**config.mk**
```make
export PLATFORM = sky130hd
export DESIGN_NAME = irq_vec_ctrl
export DESIGN_NICKNAME = d
export VERILOG_FILES = /design/src/rtl/irq_vec_pkg.sv /design/src/rtl/irq_arb.sv /design/src/rtl/irq_lvl_stack.sv /design/src/rtl/irq_vec_ctrl.sv
export SDC_FILE = /design/constraint.sdc
export NUM_CORES = 1
export LEC_CHECK = 0
export ABC_AREA = 1
export ABC_CLOCK_PERIOD_IN_PS = 1900
export BUFFER_PORTS_ARGS = -buffer_cell sky130_fd_sc_hd__buf_2
export CAP_MARGIN = 20
export CORE_UTILIZATION = 49
export DETAILED_ROUTE_END_ITERATION = 8
export GPL_ROUTABILITY_DRIVEN = 0
export PLACE_DENSITY = 0.79
export SLEW_MARGIN = 20
export SYNTH_ARGS = -nofsm -noshare
export SYNTH_HDL_FRONTEND = slang
export SYNTH_SLANG_ARGS = --single-unit
```
**constraint.sdc**
```tcl
create_clock -name clk -period 1.9 [get_ports clk]
set_input_delay 0.095 -clock clk [delete_from_list [all_inputs] [get_ports clk]]
set_output_delay 0.095 -clock clk [all_outputs]
set_load 0.05 [all_outputs]
```
**src/rtl/irq_vec_pkg.sv**
```systemverilog
package irq_vec_pkg;
  localparam int NSRC    = 4;
  localparam int GIE_BIT = 7;

  typedef logic [1:0] lvl_t;
  localparam lvl_t LVL_NONE = 2'd0;
  localparam lvl_t LVL_LO   = 2'd1;
  localparam lvl_t LVL_HI   = 2'd2;

  // bit position of a source in both configuration registers; polling order = index
  function automatic int src_bit(input int s);
    case (s)
      0:       return 1;
      1:       return 3;
      2:       return 4;
      default: return 5;
    endcase
  endfunction
endpackage

```
**src/rtl/irq_arb.sv**
```systemverilog
module irq_arb
  import irq_vec_pkg::*;
#(
  parameter int VEC_W = 16,
  localparam int IDX_W = (NSRC > 1) ? $clog2(NSRC) : 1
) (
  input  logic [7:0]       ie_cfg,
  input  logic [7:0]       ip_cfg,
  input  logic [NSRC-1:0]  req,
  input  lvl_t             act,
  output logic             hit,
  output lvl_t             hit_lvl,
  output logic [IDX_W-1:0] hit_idx,
  output logic [VEC_W-1:0] hit_vec
);
  logic [NSRC-1:0]  en;
  logic [NSRC-1:0]  pr;
  logic [VEC_W-1:0] vtab [NSRC];

  generate
    for (genvar s = 0; s < NSRC; s++) begin : g_src
      assign en[s]   = ie_cfg[src_bit(s)];
      assign pr[s]   = ip_cfg[src_bit(s)];
      assign vtab[s] = VEC_W'(8 * src_bit(s) + 3);
    end
  endgenerate

  logic [NSRC-1:0] pend_hi, pend_lo, cand;

  always_comb begin
    pend_hi = req & en & pr  & {NSRC{ie_cfg[GIE_BIT]}};
    pend_lo = req & en & ~pr & {NSRC{ie_cfg[GIE_BIT]}};
    hit     = 1'b0;
    hit_lvl = LVL_NONE;
    cand    = '0;
    if ((act < LVL_HI) && (|pend_hi)) begin
      hit = 1'b1; hit_lvl = LVL_HI; cand = pend_hi;
    end else if ((act < LVL_LO) && (|pend_lo)) begin
      hit = 1'b1; hit_lvl = LVL_LO; cand = pend_lo;
    end
    hit_idx = '0;
    for (int s = NSRC - 1; s >= 0; s--) begin
      if (cand[s]) hit_idx = IDX_W'(s);
    end
    hit_vec = vtab[hit_idx];
  end
endmodule

```
**src/rtl/irq_lvl_stack.sv**
```systemverilog
module irq_lvl_stack
  import irq_vec_pkg::*;
#(
  parameter int DEPTH = 2,
  localparam int PW = $clog2(DEPTH + 1),
  localparam int IW = (DEPTH > 1) ? $clog2(DEPTH) : 1
) (
  input  logic clk,
  input  logic rst,
  input  logic push,
  input  lvl_t push_val,
  input  logic pop,
  output lvl_t top,
  output logic nonempty
);
  lvl_t          mem [DEPTH];
  logic [PW-1:0] ptr;

  always_ff @(posedge clk) begin
    if (push) mem[IW'(ptr)] <= push_val;
  end

  always_ff @(posedge clk) begin
    if (rst)       ptr <= '0;
    else if (push) ptr <= ptr + PW'(1);
    else if (pop)  ptr <= ptr - PW'(1);
  end

  assign nonempty = (ptr != '0);
  assign top      = nonempty ? mem[IW'(ptr - PW'(1))] : LVL_NONE;
endmodule

```
**src/rtl/irq_vec_ctrl.sv**
```systemverilog
module irq_vec_ctrl
  import irq_vec_pkg::*;
#(
  parameter int          PC_W   = 16,
  parameter int          SP_W   = 8,
  parameter logic [7:0]  SP_RST = 8'h07
) (
  input  logic            clk,
  input  logic            rst,
  input  logic            cyc_en,
  input  logic [7:0]      ie_cfg,
  input  logic [7:0]      ip_cfg,
  input  logic            tf0_req,
  input  logic            tf1_req,
  input  logic [1:0]      ser_stat,
  input  logic            tf2_req,
  input  logic            reti,
  input  logic [PC_W-1:0] pc_in,
  output logic            take_o,
  output logic [PC_W-1:0] vec_o,
  output logic            clr_tf0_o,
  output logic            clr_tf1_o,
  output logic            stk_we_o,
  output logic [SP_W-1:0] stk_addr_o,
  output logic [7:0]      stk_data_o,
  output logic [SP_W-1:0] sp_o,
  output logic [1:0]      act_lvl_o
);
  localparam int IDX_W = (NSRC > 1) ? $clog2(NSRC) : 1;
  localparam int NLVL  = 2;

  logic [NSRC-1:0]  req;
  logic             hit;
  lvl_t             hit_lvl;
  logic [IDX_W-1:0] hit_idx;
  logic [PC_W-1:0]  hit_vec;
  lvl_t             act;
  lvl_t             stk_top;
  logic             stk_ne;
  logic             busy;
  logic [7:0]       hi_hold;
  logic             accept, release_lvl;

  assign req = {tf2_req, |ser_stat, tf1_req, tf0_req};

  irq_arb #(.VEC_W(PC_W)) u_arb (
    .ie_cfg (ie_cfg),
    .ip_cfg (ip_cfg),
    .req    (req),
    .act    (act),
    .hit    (hit),
    .hit_lvl(hit_lvl),
    .hit_idx(hit_idx),
    .hit_vec(hit_vec)
  );

  assign accept      = !busy && !reti && cyc_en && hit;
  assign release_lvl = !busy && reti && stk_ne;

  irq_lvl_stack #(.DEPTH(NLVL)) u_lvl (
    .clk     (clk),
    .rst     (rst),
    .push    (accept),
    .push_val(act),
    .pop     (release_lvl),
    .top     (stk_top),
    .nonempty(stk_ne)
  );

  always_ff @(posedge clk) begin
    if (rst) begin
      take_o     <= 1'b0;
      vec_o      <= '0;
      clr_tf0_o  <= 1'b0;
      clr_tf1_o  <= 1'b0;
      stk_we_o   <= 1'b0;
      stk_addr_o <= '0;
      stk_data_o <= '0;
      sp_o       <= SP_W'(SP_RST);
      act        <= LVL_NONE;
      busy       <= 1'b0;
      hi_hold    <= '0;
    end else begin
      take_o    <= 1'b0;
      clr_tf0_o <= 1'b0;
      clr_tf1_o <= 1'b0;
      stk_we_o  <= 1'b0;
      if (busy) begin
        stk_we_o   <= 1'b1;
        stk_addr_o <= sp_o + SP_W'(2);
        stk_data_o <= hi_hold;
        sp_o       <= sp_o + SP_W'(2);
        busy       <= 1'b0;
      end else if (reti) begin
        if (stk_ne) begin
          act  <= stk_top;
          sp_o <= sp_o - SP_W'(2);
        end
      end else if (accept) begin
        take_o     <= 1'b1;
        vec_o      <= hit_vec;
        clr_tf0_o  <= (hit_idx == IDX_W'(0));
        clr_tf1_o  <= (hit_idx == IDX_W'(1));
        stk_we_o   <= 1'b1;
        stk_addr_o <= sp_o + SP_W'(1);
        stk_data_o <= pc_in[7:0];
        hi_hold    <= pc_in[15:8];
        busy       <= 1'b1;
        act        <= hit_lvl;
      end
    end
  end

  assign act_lvl_o = act;
endmodule

```
# Word-level counts from Yosys, hierarchy flattened

Memory sizes are Yosys's and may differ from the RTL's.
Cells that the tools add are included.
Widths: inputs -> output; s select.

Output and inout bits: 46
Input port bits: 41
Word-level logic and storage cells: 89
Memories kept: 1
RAM bits: 4
Register bits after elaboration: 56

Memory list:

| name      | words | bits a word | read ports | clocked after Yosys merged registers in | write ports | line                | source |
|---|---|---|---|---|---|---|---|
| u_lvl.mem | 2     | 2           | 1          | 0                                       | 1           | irq_lvl_stack.sv:16 | `lvl_t mem [DEPTH];` |

Bitwise logic cells: 10
Eq/ne operators: 3
Add/subtract/negate cells: 5
Reduce and logical (&&, ||, !) cells: 25
Muxes and demuxes: 31
$lt $le $gt $ge: 3

Operators with widths:

| operator            | count |
|---|---|
| $mux 8              | 9 |
| $bmux 16 s2         | 1 |
| $mux 16             | 2 |
| $and 4x4->4         | 5 |
| $mux 2              | 10 |
| $reduce_bool 2->1   | 6 |
| $reduce_or 4->1     | 3 |
| $add 8x1->8 const B | 1 |
| $add 8x2->8 const B | 1 |
| $mux 4              | 2 |
| $sub 8x2->8 const B | 1 |
| $logic_and 1x1->1   | 7 |
| $mux 1              | 7 |
| $reduce_and 3->1    | 2 |
| $ne 2x1->1 const B  | 2 |
| $not 4->4           | 1 |
| $reduce_and 2->1    | 2 |
| $reduce_or 2->1     | 2 |
| $ge 3x3->1 const B  | 1 |
| $not 1->1           | 3 |
| $not 2->3           | 1 |
| $add 2x1->2 const B | 1 |
| $eq 2x1->1 const B  | 1 |
| $logic_not 1->1     | 2 |
| 4 further kinds     | 4 |

# Logic depth before layout (Yosys ltp)

Depth after elaboration: 16
Depth in mapped cells: 14
Mapped depth without buffers: 13

# Hierarchy

A second synthesis with hierarchy kept.

Cell total of the unflattened synthesis: 399
Area total of the unflattened synthesis: 2912.8 sq um

Modules (own cells, without submodules):

| module        | cells an instance | times used | area an instance (sq um) | seq. area each (sq um) |
|---|---|---|---|---|
| irq_vec_ctrl  | 291               | 1          | 2207.1                   | 1061.0 |
| irq_arb       | 74                | 1          | 415.4                    | 0.0 |
| irq_lvl_stack | 34                | 1          | 290.3                    | 160.2 |

# Least setup slack after synthesis

Ideal clock, no wire load.

Path type: register to register
Start point: register sp_o[1]
End point: register sp_o[7]
Clock period less this slack: 1.794 ns
Setup time: 0.114 ns
Path buffers: 0
Arrival time: 1.680 ns
Slack: 0.106 ns
Stages on the path, launching flop included: 10
Path through: dfxtp_1 -> inv_1 -> ha_1 -> nand3_1 -> nor2_1 -> nand2_1 -> xor2_1 -> mux2i_1 -> o21bai_1 -> inv_1

Longest elaborated chain between the ends: 4

RTL lines:

| what                   | line               | source |
|---|---|---|
| start, declared        | irq_vec_ctrl.sv:26 | `output logic [SP_W-1:0] sp_o,` |
| start signal, assigned | irq_vec_ctrl.sv:79 | `sp_o <= SP_W'(SP_RST);` |
| start signal, assigned | irq_vec_ctrl.sv:92 | `sp_o <= sp_o + SP_W'(2);` |
| start signal, assigned | irq_vec_ctrl.sv:97 | `sp_o <= sp_o - SP_W'(2);` |
| $sub 8x2->8            | irq_vec_ctrl.sv:97 |  |
| $mux 8                 | irq_vec_ctrl.sv:95 | `if (stk_ne) begin` |
| $mux 8                 | irq_vec_ctrl.sv:94 | `end else if (reti) begin` |
| $mux 8 *               | irq_vec_ctrl.sv:88 | `if (busy) begin` |

Mark *: on every way between the ends. The rest lies on a longest branch, timed or not. The select of a mux whose other input is x is not followed.
A chain may end at the register's enable or synchronous reset.

# Final worst setup path

Start point: register u_lvl.ptr[0]
End point: register act[1] (netlist: act_lvl_o[1])

Longest elaborated chain between the ends: 4

RTL lines:

| what                   | line                | source |
|---|---|---|
| start, declared        | irq_lvl_stack.sv:17 | `logic [PW-1:0] ptr;` |
| start signal, assigned | irq_lvl_stack.sv:25 | `else if (push) ptr <= ptr + PW'(1);` |
| start signal, assigned | irq_lvl_stack.sv:26 | `else if (pop) ptr <= ptr - PW'(1);` |
| $sub 2x1->2            | --                  |  |
| $mem_v2 2x2            | --                  |  |
| $mux 2                 | irq_vec_ctrl.sv:95  |  |
| $mux 2                 | irq_vec_ctrl.sv:94  |  |
| end signal, assigned   | irq_vec_ctrl.sv:96  | `act <= stk_top;` |
| end signal, assigned   | irq_vec_ctrl.sv:109 | `act <= hit_lvl;` |
| end, declared          | irq_vec_ctrl.sv:37  | `lvl_t act;` |

Parallel ways exist; a longest one is shown, timed or not. The select of a mux whose other input is x is not followed.

==> results.json <==
{
  "clkSinkCount": 47,
  "start_kind": "flip-flop",
  "grt-ovfl-total": 0,
  "drt_iter0_markers": 150,
  "syn_area_um2": 2380,
  "fin_tns_setup_ns": 0,
  "synth-async-reset-ratio": 0,
  "endpoint_kind": "flip-flop",
  "numCtsBuffers": 5,
  "synth-main-ff-cell": "dfxtp_1",
  "root_buffer": "clkbuf_8",
  "ys_seq_area_frac": 0.412,
  "cts_tree": "yes",
  "routed_via_density": 5.00,
  "die_x_um": 71.7,
  "diodes": 0,
  "clock_skew_ns": 0.0122,
  "yosys-top-cells-area": "dfxtp_1 (36%), nand2_1 (11%), nor2_1 (8.4%), inv_1 (5.7%), o21ai_0 (5.5%)",
  "hold_violations": 0,
  "worstMarginPinSlew_ns": 0.757,
  "num_io_pins": 87,
  "maxSlewViolCount": 0,
  "core_area_um2": 4500,
  "synth.most_common_cell": "nand2_1",
  "fin_hold_ws_ns": 0.0324,
  "crit_slowest_cell": "dfxtp_2",
  "min_path_type": "primary input to flip-flop",
  "slowest_delay_ns": 0.38,
  "port_buffers": 67,
  "grt_pass1_wl_mm": 8.76,
  "yosysWarnings": 0,
  "status": "completed",
  "synth_edf_count": 4,
  "grt_pass1_vias": 2053,
  "drv_cap": 0,
  "fillers": 428,
  "ys_types": 33,
  "ys_ff_latch": 47,
  "final_nets": 443,
  "setup_viol": 0,
  "grt_max_degree": 30,
  "wl_mm": 5.35,
  "required_ns": 2.10,
  "slew_headroom": 0.495,
  "drive_above_1_share": 0.245,
  "cp_common_cell": "inv_1",
  "path_buf_inv": 4,
  "critPathKind": "flip-flop to flip-flop",
  "p_per_area_nw_per_um2": 890,
  "grt.total_usage": 0.216,
  "drc": 0,
  "hpwl_mm": 3.86,
  "arrival_ns": 1.90,
  "cts_setup_buffers": 0,
  "crit_fanout": 6,
  "vias": 2258,
  "htree_levels": 2,
  "crit_chain": "inv_1, ha_1, nor2_2, inv_1, nor2_1, inv_1, nand2_1, inv_1, o21ai_0, a21oi_1",
  "die_h_um": 71.7,
  "p_leak_uw": 0.00147,
  "clk_latency_ns": 0.31,
  "wl_per_cell_um": 11.8,
  "synth_common_cells": "nand2_1 (69), nor2_1 (53), dfxtp_1 (43)",
  "synthCells": 330,
  "fmax_mhz": 587,
  "timing.final.crit_share": 0.897,
  "initial_core_util": 0.528,
  "clk_pin_slew_worst_paths_ns": 0.09,
  "synth_top_area_cell": "dfxtp_1",
  "area_growth_pct": 19.1,
  "rsz0062_at_grt": "false",
  "first_pass_iters": 4,
  "min_period_ns": 1.70,
  "synth_top_area_frac": 0.362,
  "clock_path_buffers": 2,
  "vdd_ir_drop_max_uv": 385,
  "die-area_um2": 5140,
  "avgSynthCellArea_um2": 7.21,
  "rows": 24,
  "critical_path.top_delay_family": "simple AND/OR/NAND/NOR gates",
  "antenna_found_initial": 0,
  "antenna_left": 0
}
==> final timing paths <==
path                  from             to  slack, ns  cells after the start
min               pc_in[9]     hi_hold[1]       0.03                      3
max           u_lvl.ptr[0]   act_lvl_o[1]       0.20                     10
max reg2reg   u_lvl.ptr[0]   act_lvl_o[1]       0.20                     10
min reg2reg  stk_data_o[4]  stk_data_o[4]       0.47                      2
==> cells by family (layout without fill, tap and decap cells) <==
family | count (synthesis) | in the layout | share of synthesized area
buf+inv | 61 | 121 | 0.127
compound gates | 54 | 54 | 0.129
flops | 47 | 47 | 0.412
mux | 1 | 1 | 0.00421
other cells | 2 | 12 | 0.00316
simple gates | 155 | 155 | 0.282
xor+xnor | 7 | 7 | 0.0258
fa+ha+maj | 3 | 3 | 0.0158
==> per-layer routing <==
metal | global-route usage | vias up | wire length [um]
met5 | 0 | - | 0
met4 | 0.0937 | 0 | 119
met3 | 0.0478 | 14 | 238
met2 | 0.386 | 83 | 2610
met1 | 0.247 | 1000 | 2380
li1 | - | 1161 | -
==> layout by cell type (no fill, tap or decap), types with 2 or more instances in the layout <==
cell type	Yosys	routed
xor2_1	6	6
buf_2	2	67
o221ai_1	2	2
nand2_1	69	69
nor2_1	53	52
edfxtp_1	4	4
nand3_2	3	3
dfxtp_1	43	42
a21oi_1	15	15
o21ai_0	26	26
conb_1	2	12
nand4_1	2	2
ha_1	3	3
nor2_2	3	4
o211ai_1	4	4
dlygate4sd3_1	0	4
nand3_1	15	15
buf_4	13	4
nand2_2	4	4
nor3_1	2	2
nand2_4	2	2
inv_1	36	36
clkbuf_8	0	6
a21boi_0	3	3
==> where the power goes <==
part	total [uW]	internal, uW	leakage, uW	switching, uW
sequential	1150	1090	0.000388	60.3
clock	643	298	0.0000516	346
combinational	732	193	0.00103	538
==> timing repair <==
item / CTS / global route
endpoints found under the hold margin: 4 / 0
resized for setup: 0 / 5
hold buffers: 4 / 0
endpoints found under the setup margin: 0 / 5
==> metrics by stage <==
step	worst slack, ns	area [um2]	total power, uW	utilization	cells
3_5_place_dp	0.106	2690	1880	0.596	440
2_1_floorplan	0.106	2420	1740	-	340
6_report	0.196	2830	2520	0.629	452
3_3_place_gp	0.171	2690	1870	0.596	440
4_1_cts	0.0840	2820	2520	0.627	452
5_1_grt	0.0153	2830	2650	0.629	452
==> worst min-delay path: cells and delay by family <==
kind / cells / cell delay [ns]
AO/OA/AOI/OAI: 1 / 0.07
buffers and inverters: 1 / 0.07
AND/OR/NAND/NOR: 1 / 0.08
==> sequential cells by signal (all words and copies together), names as in the netlist <==
name and cells:
vec_o 4, stk_data_o 8, u_lvl.ptr 2, clr_tf1_o 1
stk_we_o 1, hi_hold 8, u_lvl.mem 4, busy 1
clr_tf0_o 1, sp_o 7, act_lvl_o 2, stk_addr_o 8
==> final cells by class <==
type	instances	area, um2	area share
flip-flops and latches	47	982	0.347
clock buffers	6	82.6	0.0291
clock inverters	2	13.8	0.00486
well taps	52	65.1	0.0230
repair buffers	75	405	0.143
inverters	38	145	0.0512
multi-input cells	232	1140	0.402
Note: power is estimated with default switching activity, not from simulation.
